<file path="src/rtl/sem_pkg.sv">
package sem_pkg;

    typedef enum logic [2:0] {
        SEM_FREE,
        SEM_HELD_L,
        SEM_HELD_R,
        SEM_HELD_L_WAIT_R,
        SEM_HELD_R_WAIT_L
    } sem_state_e;

    typedef enum logic {
        PORT_READY,
        PORT_SETTLE
    } port_state_e;

endpackage

</file>
<file path="src/rtl/sem_latch_fsm.sv">
module sem_latch_fsm
    import sem_pkg::*;
(
    input  logic clk,
    input  logic rst_n,
    input  logic l_req,
    input  logic l_rel,
    input  logic r_req,
    input  logic r_rel,
    output logic l_own,
    output logic r_own
);

    sem_state_e state_q;
    sem_state_e state_d;

    always_ff @(posedge clk or negedge rst_n) begin
        if (!rst_n) state_q <= SEM_FREE;
        else        state_q <= state_d;
    end

    always_comb begin
        state_d = state_q;
        unique case (state_q)
            SEM_FREE: begin
                if (l_req)      state_d = r_req ? SEM_HELD_L_WAIT_R : SEM_HELD_L;
                else if (r_req) state_d = SEM_HELD_R;
            end
            SEM_HELD_L: begin
                if (l_rel)      state_d = r_req ? SEM_HELD_R : SEM_FREE;
                else if (r_req) state_d = SEM_HELD_L_WAIT_R;
            end
            SEM_HELD_R: begin
                if (r_rel)      state_d = l_req ? SEM_HELD_L : SEM_FREE;
                else if (l_req) state_d = SEM_HELD_R_WAIT_L;
            end
            SEM_HELD_L_WAIT_R: begin
                if (l_rel)      state_d = r_rel ? SEM_FREE : SEM_HELD_R;
                else if (r_rel) state_d = SEM_HELD_L;
            end
            SEM_HELD_R_WAIT_L: begin
                if (r_rel)      state_d = l_rel ? SEM_FREE : SEM_HELD_L;
                else if (l_rel) state_d = SEM_HELD_R;
            end
            default:            state_d = SEM_FREE;
        endcase
    end

    always_comb begin
        l_own = (state_q == SEM_HELD_L) || (state_q == SEM_HELD_L_WAIT_R);
        r_own = (state_q == SEM_HELD_R) || (state_q == SEM_HELD_R_WAIT_L);
    end

endmodule

</file>
<file path="src/rtl/sem_port_ctrl.sv">
module sem_port_ctrl
    import sem_pkg::*;
#(
    parameter int NUM_SEM = 8,
    parameter int DATA_W  = 16,
    parameter int IDX_W   = 3
) (
    input  logic               clk,
    input  logic               rst_n,
    input  logic               sel,
    input  logic               wr,
    input  logic               oe,
    input  logic [IDX_W-1:0]   idx,
    input  logic               wbit,
    input  logic [NUM_SEM-1:0] own_vec,
    output logic [NUM_SEM-1:0] req_vec,
    output logic [NUM_SEM-1:0] rel_vec,
    output logic [DATA_W-1:0]  rdata
);

    port_state_e state_q;
    port_state_e state_d;
    logic        do_write;
    logic        do_read;
    logic        read_ok;

    assign do_write = sel && wr;
    assign do_read  = sel && oe && !wr;

    always_ff @(posedge clk or negedge rst_n) begin
        if (!rst_n) state_q <= PORT_READY;
        else        state_q <= state_d;
    end

    always_comb begin
        state_d = state_q;
        unique case (state_q)
            PORT_READY: begin
                if (do_write) state_d = PORT_SETTLE;
            end
            PORT_SETTLE: begin
                if (do_write)            state_d = PORT_SETTLE;
                else if (!(sel && oe))   state_d = PORT_READY;
            end
            default: state_d = PORT_READY;
        endcase
    end

    always_comb begin
        req_vec = '0;
        rel_vec = '0;
        read_ok = do_read && (state_q == PORT_READY);
        for (int k = 0; k < NUM_SEM; k++) begin
            if (do_write && (idx == IDX_W'(k))) begin
                req_vec[k] = !wbit;
                rel_vec[k] = wbit;
            end
        end
    end

    always_ff @(posedge clk or negedge rst_n) begin
        if (!rst_n)       rdata <= '1;
        else if (read_ok) rdata <= {DATA_W{~own_vec[idx]}};
    end

endmodule

</file>
<file path="src/rtl/dual_port_semaphore.sv">
module dual_port_semaphore
    import sem_pkg::*;
#(
    parameter int NUM_SEM = 8,
    parameter int DATA_W  = 16,
    localparam int IDX_W  = $clog2(NUM_SEM)
) (
    input  logic              clk,
    input  logic              rst_n,
    input  logic              l_sel,
    input  logic              l_wr,
    input  logic              l_oe,
    input  logic [IDX_W-1:0]  l_idx,
    input  logic              l_wbit,
    output logic [DATA_W-1:0] l_rdata,
    input  logic              r_sel,
    input  logic              r_wr,
    input  logic              r_oe,
    input  logic [IDX_W-1:0]  r_idx,
    input  logic              r_wbit,
    output logic [DATA_W-1:0] r_rdata
);

    logic [NUM_SEM-1:0] l_req;
    logic [NUM_SEM-1:0] l_rel;
    logic [NUM_SEM-1:0] r_req;
    logic [NUM_SEM-1:0] r_rel;
    logic [NUM_SEM-1:0] l_own;
    logic [NUM_SEM-1:0] r_own;

    sem_port_ctrl #(.NUM_SEM(NUM_SEM), .DATA_W(DATA_W), .IDX_W(IDX_W)) u_left (
        .clk(clk), .rst_n(rst_n), .sel(l_sel), .wr(l_wr), .oe(l_oe),
        .idx(l_idx), .wbit(l_wbit), .own_vec(l_own),
        .req_vec(l_req), .rel_vec(l_rel), .rdata(l_rdata)
    );

    sem_port_ctrl #(.NUM_SEM(NUM_SEM), .DATA_W(DATA_W), .IDX_W(IDX_W)) u_right (
        .clk(clk), .rst_n(rst_n), .sel(r_sel), .wr(r_wr), .oe(r_oe),
        .idx(r_idx), .wbit(r_wbit), .own_vec(r_own),
        .req_vec(r_req), .rel_vec(r_rel), .rdata(r_rdata)
    );

    for (genvar g = 0; g < NUM_SEM; g++) begin : g_latch
        sem_latch_fsm u_latch (
            .clk(clk), .rst_n(rst_n),
            .l_req(l_req[g]), .l_rel(l_rel[g]),
            .r_req(r_req[g]), .r_rel(r_rel[g]),
            .l_own(l_own[g]), .r_own(r_own[g])
        );
    end

endmodule

</file>
<file path="config.mk">
export PLATFORM = sky130hd
export DESIGN_NAME = dual_port_semaphore
export DESIGN_NICKNAME = d
export VERILOG_FILES = /design/src/rtl/sem_pkg.sv /design/src/rtl/sem_latch_fsm.sv /design/src/rtl/sem_port_ctrl.sv /design/src/rtl/dual_port_semaphore.sv
export SDC_FILE = /design/constraint.sdc
export NUM_CORES = 1
export LEC_CHECK = 0
export BUFFER_PORTS_ARGS = -buffer_cell sky130_fd_sc_hd__buf_2
export CORE_MARGIN = 4
export CORE_UTILIZATION = 39
export DETAILED_ROUTE_END_ITERATION = 6
export REMOVE_ABC_BUFFERS = 1
export SLEW_MARGIN = 10
export SYNTH_ARGS = -nofsm -noshare
export SYNTH_HDL_FRONTEND = slang
export SYNTH_SLANG_ARGS = --single-unit
export TNS_END_PERCENT = 10
</file>
<file path="constraint.sdc">
create_clock -name clk -period 5.18 [get_ports clk]
set_input_delay 1.036 -clock clk [delete_from_list [all_inputs] [get_ports clk]]
set_output_delay 1.036 -clock clk [all_outputs]
set_load 0.01 [all_outputs]
</file>
==> results of run 1 <==
## worst paths after layout
check | from | to | slack [ns]
worst max-delay path | r_wbit | g_latch[6].u_latch.state_q[1] | 2.59
worst min-delay path | u_left.state_q | u_left.state_q | 0.56
worst max register to register | g_latch[4].u_latch.state_q[2] | g_latch[4].u_latch.state_q[1] | 3.30
worst min register to register | u_left.state_q | u_left.state_q | 0.56
max in group asynchronous | rst_n | g_latch[5].u_latch.state_q[0] | 3.99
min in group asynchronous | rst_n | u_left.state_q | 0.76
## where the power goes
| group | leakage [nW] | internal [mW] | switching (mW) |
|---|---|---|---|
| combinational | 0.775 | 0.270 | 0.287 |
| sequential | 0.348 | 0.283 | 0.140 |
| clock | 0.0288 | 0.0684 | 0.0766 |
| total | 1.15 | 0.622 | 0.503 |
## Yosys cell counts, drive strengths merged, types with 5 or more instances
cell type / n
nor2: 37
buf: 35
dfrtp: 26
clkbuf: 23
nor3: 20
a31oi: 18
a21oi: 16
nand2: 15
o21ai: 14
nand2b: 13
inv: 11
nand3: 10
nor2b: 9
o31ai: 8
or3: 6
xor2: 6
a21o: 5
nor4: 5
o311ai: 5
## through the flow
step	worst slack (ns)	area [um^2]	hold WS (ns)
after floorplan	2.657	2484	0.4987
after global placement	2.335	2839	0.5207
after detailed placement	2.291	2839	0.5271
after CTS	2.619	2894	0.5560
after global routing	2.455	2894	0.5731
final	2.585	2894	0.5566
## layout by cell type, fill, tap and decap left out, drive strengths merged, types with 5 or more instances in the layout
| cell | synthesis | final |
|---|---|---|
| xor2 | 6 | 6 |
| inv | 11 | 11 |
| or3 | 6 | 6 |
| nand3 | 10 | 10 |
| dfrtp | 26 | 26 |
| o311ai | 5 | 5 |
| nor4 | 5 | 5 |
| nor2 | 37 | 37 |
| o21ai | 14 | 14 |
| nor3 | 20 | 20 |
| nand2 | 15 | 15 |
| nor2b | 9 | 9 |
| buf | 35 | 47 |
| o31ai | 8 | 8 |
| a21oi | 16 | 16 |
| a21o | 5 | 5 |
| a31oi | 18 | 18 |
| nand2b | 13 | 13 |
## logic make-up (layout without fill, tap and decap cells)
group | Yosys count | count (layout) | share of synthesized area (%)
XOR/XNOR | 9 | 9 | 2.799
AO/OA/AOI/OAI | 111 | 111 | 28.39
buffers and inverters | 70 | 63 | 13.42
AND/OR/NAND/NOR | 140 | 140 | 26.97
flip-flops | 28 | 28 | 24.97
multiplexers | 8 | 8 | 3.465
## critical path, cell delays in order
cell	delay, ns
sky130_fd_sc_hd__buf_2	0.26
sky130_fd_sc_hd__inv_1	0.22
sky130_fd_sc_hd__nor3_1	0.64
sky130_fd_sc_hd__a2111oi_0	0.20
sky130_fd_sc_hd__o22a_1	0.23
sky130_fd_sc_hd__o211a_1	0.20
## registers in the layout, summed over array words and instances (netlist names)
signal,count
u_right.state_q,1
u_right.rdata,1
u_left.state_q,1
u_left.rdata,1
g_latch.u_latch.state_q,24
## area by class of cell
class | instances | area (um^2) | share of cell area [%]
inverters | 12 | 45.04 | 1.556
multi-input cells | 268 | 1735 | 59.97
clock buffers | 4 | 55.05 | 1.902
well taps | 96 | 120.1 | 4.150
flip-flops and latches | 28 | 703.2 | 24.30
repair buffers | 47 | 235.2 | 8.128
## metal layers
layer | part of all wire [%] | routed length [um] | vias up | global-route usage [%]
li1 | - | - | 1328 | -
met1 | 45 | 3279 | 1305 | 22.60
met2 | 47 | 3382 | 97 | 27.23
met3 | 6.1 | 437 | 11 | 2.092
met4 | 1.5 | 110 | 0 | 5.739
met5 | 0 | 0 | - | 0
==> flow_summary.toml, run 1 <==
[run_status]
outcome = "finished, final reports clean"

[sta]
layout_min_cycle_time_ns = 2.595
timing.slew.headroom_pct = 52.12
worstMarginPinSlew_ns = 0.7127
grt_setup_unrepaired = "false"
clock-skew-final_ns = 0.01260
drv_slew = 0
setup-violations-final = 0
final_hold_viol_count = 0
max_clock_freq_mhz = 385.4
finalCritPeriodShare_pct = 50.09
finalSetupTns_ns = 0

[clock_network]
cts_tree = "done"
maximum_buffer_depth_of_the_clock_tree = 2
numCtsBuffers = 3
cts_hold_buffers = 0
clk_latency_ns = 0.29
postCtsSetupBuffers = 0
ctsHtreeMaxLevel = 1
clk_pin_slew_worst_paths_ns = 0.11
cts_resized = 0
cts.root.buffer_cell = "sky130_fd_sc_hd__clkbuf_8"
cts.sink_count = 28

[synthesis]
ys_seq_area_share_pct = 24.97
yosysTopAreaCell = "sky130_fd_sc_hd__dfrtp_1"
synth_enable_flop_cells = 0
postSynthCellCount = 366
post_synth_main_area_contributors = "sky130_fd_sc_hd__dfrtp_1 (23%), sky130_fd_sc_hd__buf_4 (8.0%), sky130_fd_sc_hd__nor2_1 (4.9%)"
synthesis.yosys.warnings = 0
yosys.cell_types.count = 62
mappedNetlistArea_um2 = 2816
syn_area_per_cell_um2 = 7.695
yosysTopAreaCellShare_pct = 23.10
async_s_r_ff_share_synth_pct = 100.0
postSynthRegisterBits = 28
synth_top_flop_cell = "sky130_fd_sc_hd__dfrtp_1"

[critical_path]
critPathLaunchType = "input port"
worst_ep_arrival_time_ns = 2.79
reg2regPathDepth = 4
worst_setup_path_end_kind = "flip-flop"
critPathMaxFanout = 15
critPathRequiredTime_ns = 5.37
crit_type = "in -> reg"

[floorplanning]
floorplan.die.height_um = 92.98
design.core.area_um2 = 6907
io-pin-count = 48
start_util_pct = 40.78
fp-row-count = 30
die_w_um = 92.98
floorplan.die_area_um2 = 8645

[finish]
areaGrowthSynthToFinish_pct = 2.754
antenna_cells_inserted = 0
num-fill-cells = 733
final_core_utilization_pct = 41.90
final_nets = 376
ratio_of_cells_with_drive_above_1_in_the_final_layout_pct = 17.55
instances_no_fill = 455

[detailed_routing]
post-route-drc-count = 0
postRouteAntennaNets = 0
wl_per_cell_um = 15.84
drt_first_pass_iters = 7
via_count = 2741
via_per_inst = 6.024
drt_first_iter_violations = 176
totalWireLength_um = 7209

[global_routing]
via_count_of_the_first_global_routing_pass = 2463
antenna_violations_before_repair = 0
grt_first_pass_wirelength_um = 11950
grt_overflow_total = 0
grt_max_degree = 42
grt.total_usage_pct = 16.64

[placed_design]
port-buffer-count = 47
place.detailed.hpwl_um = 5220
gp_congestion = 0.8570
placed_cells = 451

[power_and_ir_drop]
power.total_mw = 1.125
p_per_area_nw_per_um2 = 388.7
leakage_nw = 1.153
worst_ir_drop_vdd_mv = 0.1295

[min_path]
worst_hold_path_type = "reg -> reg"
worstHoldPathCells = 2

[run]
max_cap_viols = 0
No activity file was read; power rests on OpenSTA's default activity.
==> run 2, diff against run 1 <==
clock period = 2.2 ns   (was 5.18 ns; I/O delays follow)
==> run 2 against run 1 <==
  * Routed wire length is 3.6% higher
  * Utilization is 2.4 points higher
  * Power is 140% higher
  * Largest power group unchanged
  * Critical path type is now reg -> reg
==> flow_summary.toml, run 2 (synthesized netlist as in run 1, its figures left out) <==
[clock_network]
cts.sink_count = 28
cts_resized = 0
cts_hold_buffers = 0
postCtsSetupBuffers = 0
numCtsBuffers = 3
cts_tree = "done"
maximum_buffer_depth_of_the_clock_tree = 2
clk_pin_slew_worst_paths_ns = 0.11
ctsHtreeMaxLevel = 1
clk_latency_ns = 0.28
cts.root.buffer_cell = "sky130_fd_sc_hd__clkbuf_8"

[finish]
final_nets = 399
reg_with_most_ffs = "g_latch.u_latch.state_q"
mostFrequentLayoutCells = "sky130_fd_sc_hd__buf_2 (47), sky130_fd_sc_hd__nor2_1 (37), sky130_fd_sc_hd__dfrtp_1 (26)"
areaGrowthSynthToFinish_pct = 8.529
largest_reg_flops = 24
antenna_cells_inserted = 0
layout.cells.most_common = "sky130_fd_sc_hd__buf_2"
ratio_of_cells_with_drive_above_1_in_the_final_layout_pct = 22.25

[floorplanning]
die_w_um = 92.98
fp-row-count = 30
start_util_pct = 40.78
io-pin-count = 48
design.core.area_um2 = 6907
floorplan.die_area_um2 = 8645
floorplan.die.height_um = 92.98

[detailed_routing]
wl_per_cell_um = 15.62
via_per_inst = 5.841
totalWireLength_um = 7467
drt_first_pass_iters = 5
post-route-drc-count = 0
drt_first_iter_violations = 167
via_count = 2792
postRouteAntennaNets = 0

[placed_design]
place.detailed.hpwl_um = 5620
place_worst_setup_slack_ns = 0.1171
gp_congestion = 0.9308
port-buffer-count = 47

[sta]
layout_setup_ws_ns = 0.3293
timing.slew.headroom_pct = 53.92
grt_setup_unrepaired = "false"
drv_slew = 0
finalSetupTns_ns = 0
finalCritPeriodShare_pct = 85.03
setup-violations-final = 0
max_clock_freq_mhz = 534.6
final_hold_viol_count = 0
worstMarginPinSlew_ns = 0.6912
clock-skew-final_ns = 0.009230
layout_min_cycle_time_ns = 1.871

[critical_path]
critPathLaunchType = "flip-flop"
critPathRequiredTime_ns = 2.41
crit_type = "reg -> reg"
worst_setup_path_end_kind = "flip-flop"
critPathMaxFanout = 7
worst_ep_arrival_time_ns = 2.08

[power_and_ir_drop]
p_per_area_nw_per_um2 = 866.0
worst_ir_drop_vdd_mv = 0.2916
leakage_nw = 1.261

[global_routing]
antenna_violations_before_repair = 0
grt_first_pass_wirelength_um = 12390
grt_overflow_total = 0
grt.total_usage_pct = 17.36
via_count_of_the_first_global_routing_pass = 2539
grt_max_degree = 29

[min_path]
worst_hold_path_type = "in -> async"

[run_status]
outcome = "finished, final reports clean"

[run]
max_cap_viols = 0
-- run 2: changes by cell type in the layout (fill, tap and decap cells not counted) --
cell                       before  now
sky130_fd_sc_hd__clkbuf_8       4    3
sky130_fd_sc_hd__clkbuf_1       0    1
sky130_fd_sc_hd__buf_4          0   23
-- run 2: final cells by class --
cell class	instances	area [um^2]
tap	96	120.1
sequential	28	703.2
timing repair buffer	70	407.9
fill	760	3850
clock buffer	4	45.04
inverter	12	45.04
multi-input combinational	268	1735
-- run 2: final timing paths --
check	cells past startpoint	start	slack [ns]	to
setup / recovery	5	g_latch[6].u_latch.state_q[0]	0.33	u_left.rdata[0]
hold / removal	1	rst_n	0.19	g_latch[4].u_latch.state_q[2]
setup reg to reg	5	g_latch[6].u_latch.state_q[0]	0.33	u_left.rdata[0]
hold reg to reg	2	u_left.state_q	0.55	u_left.state_q
max in group asynchronous	1	rst_n	1.56	u_right.state_q
min in group clk	3	l_oe	0.44	u_left.state_q
-- run 2: routing by layer --
| layer | up-vias | GRT usage (%) | share of wire, % |
|---|---|---|---|
| met2 | 93 | 27.71 | 44 |
| met4 | 0 | 4.274 | 1.2 |
| li1 | 1376 | - | - |
| met1 | 1315 | 25.06 | 48 |
| met5 | - | 0 | 0 |
| met3 | 8 | 1.850 | 6.7 |
-- run 2: per-stage QoR --
stage               hold slack [ns]  cell area (um^2)  cells  total power [mW]  utilization, %
finish                       0.1903              3057    478             2.647           44.26
global route                 0.2309              3057    478             2.868           44.26
CTS                          0.2094              3057    478             2.666           44.26
detailed placement           0.5223              3012    474             2.356           43.61
global placement             0.5163              3012    474             2.340           43.61
floorplan                    0.1444              2484    308             1.798               -
-- run 2: power by group --
part	leakage [nW]	internal (mW)	total [mW]	switching [mW]
combinational	0.890	0.668	1.37	0.700
sequential	0.348	0.667	0.973	0.306
clock	0.0228	0.130	0.306	0.175
total	1.26	1.46	2.65	1.18
-- run 2: critical path, cell delays in order (launching register included) --
cell	delay, ns
sky130_fd_sc_hd__dfrtp_1	0.50
sky130_fd_sc_hd__inv_1	0.14
sky130_fd_sc_hd__nor3_1	0.31
sky130_fd_sc_hd__a31oi_1	0.09
sky130_fd_sc_hd__mux4_2	0.49
sky130_fd_sc_hd__mux2_2	0.27
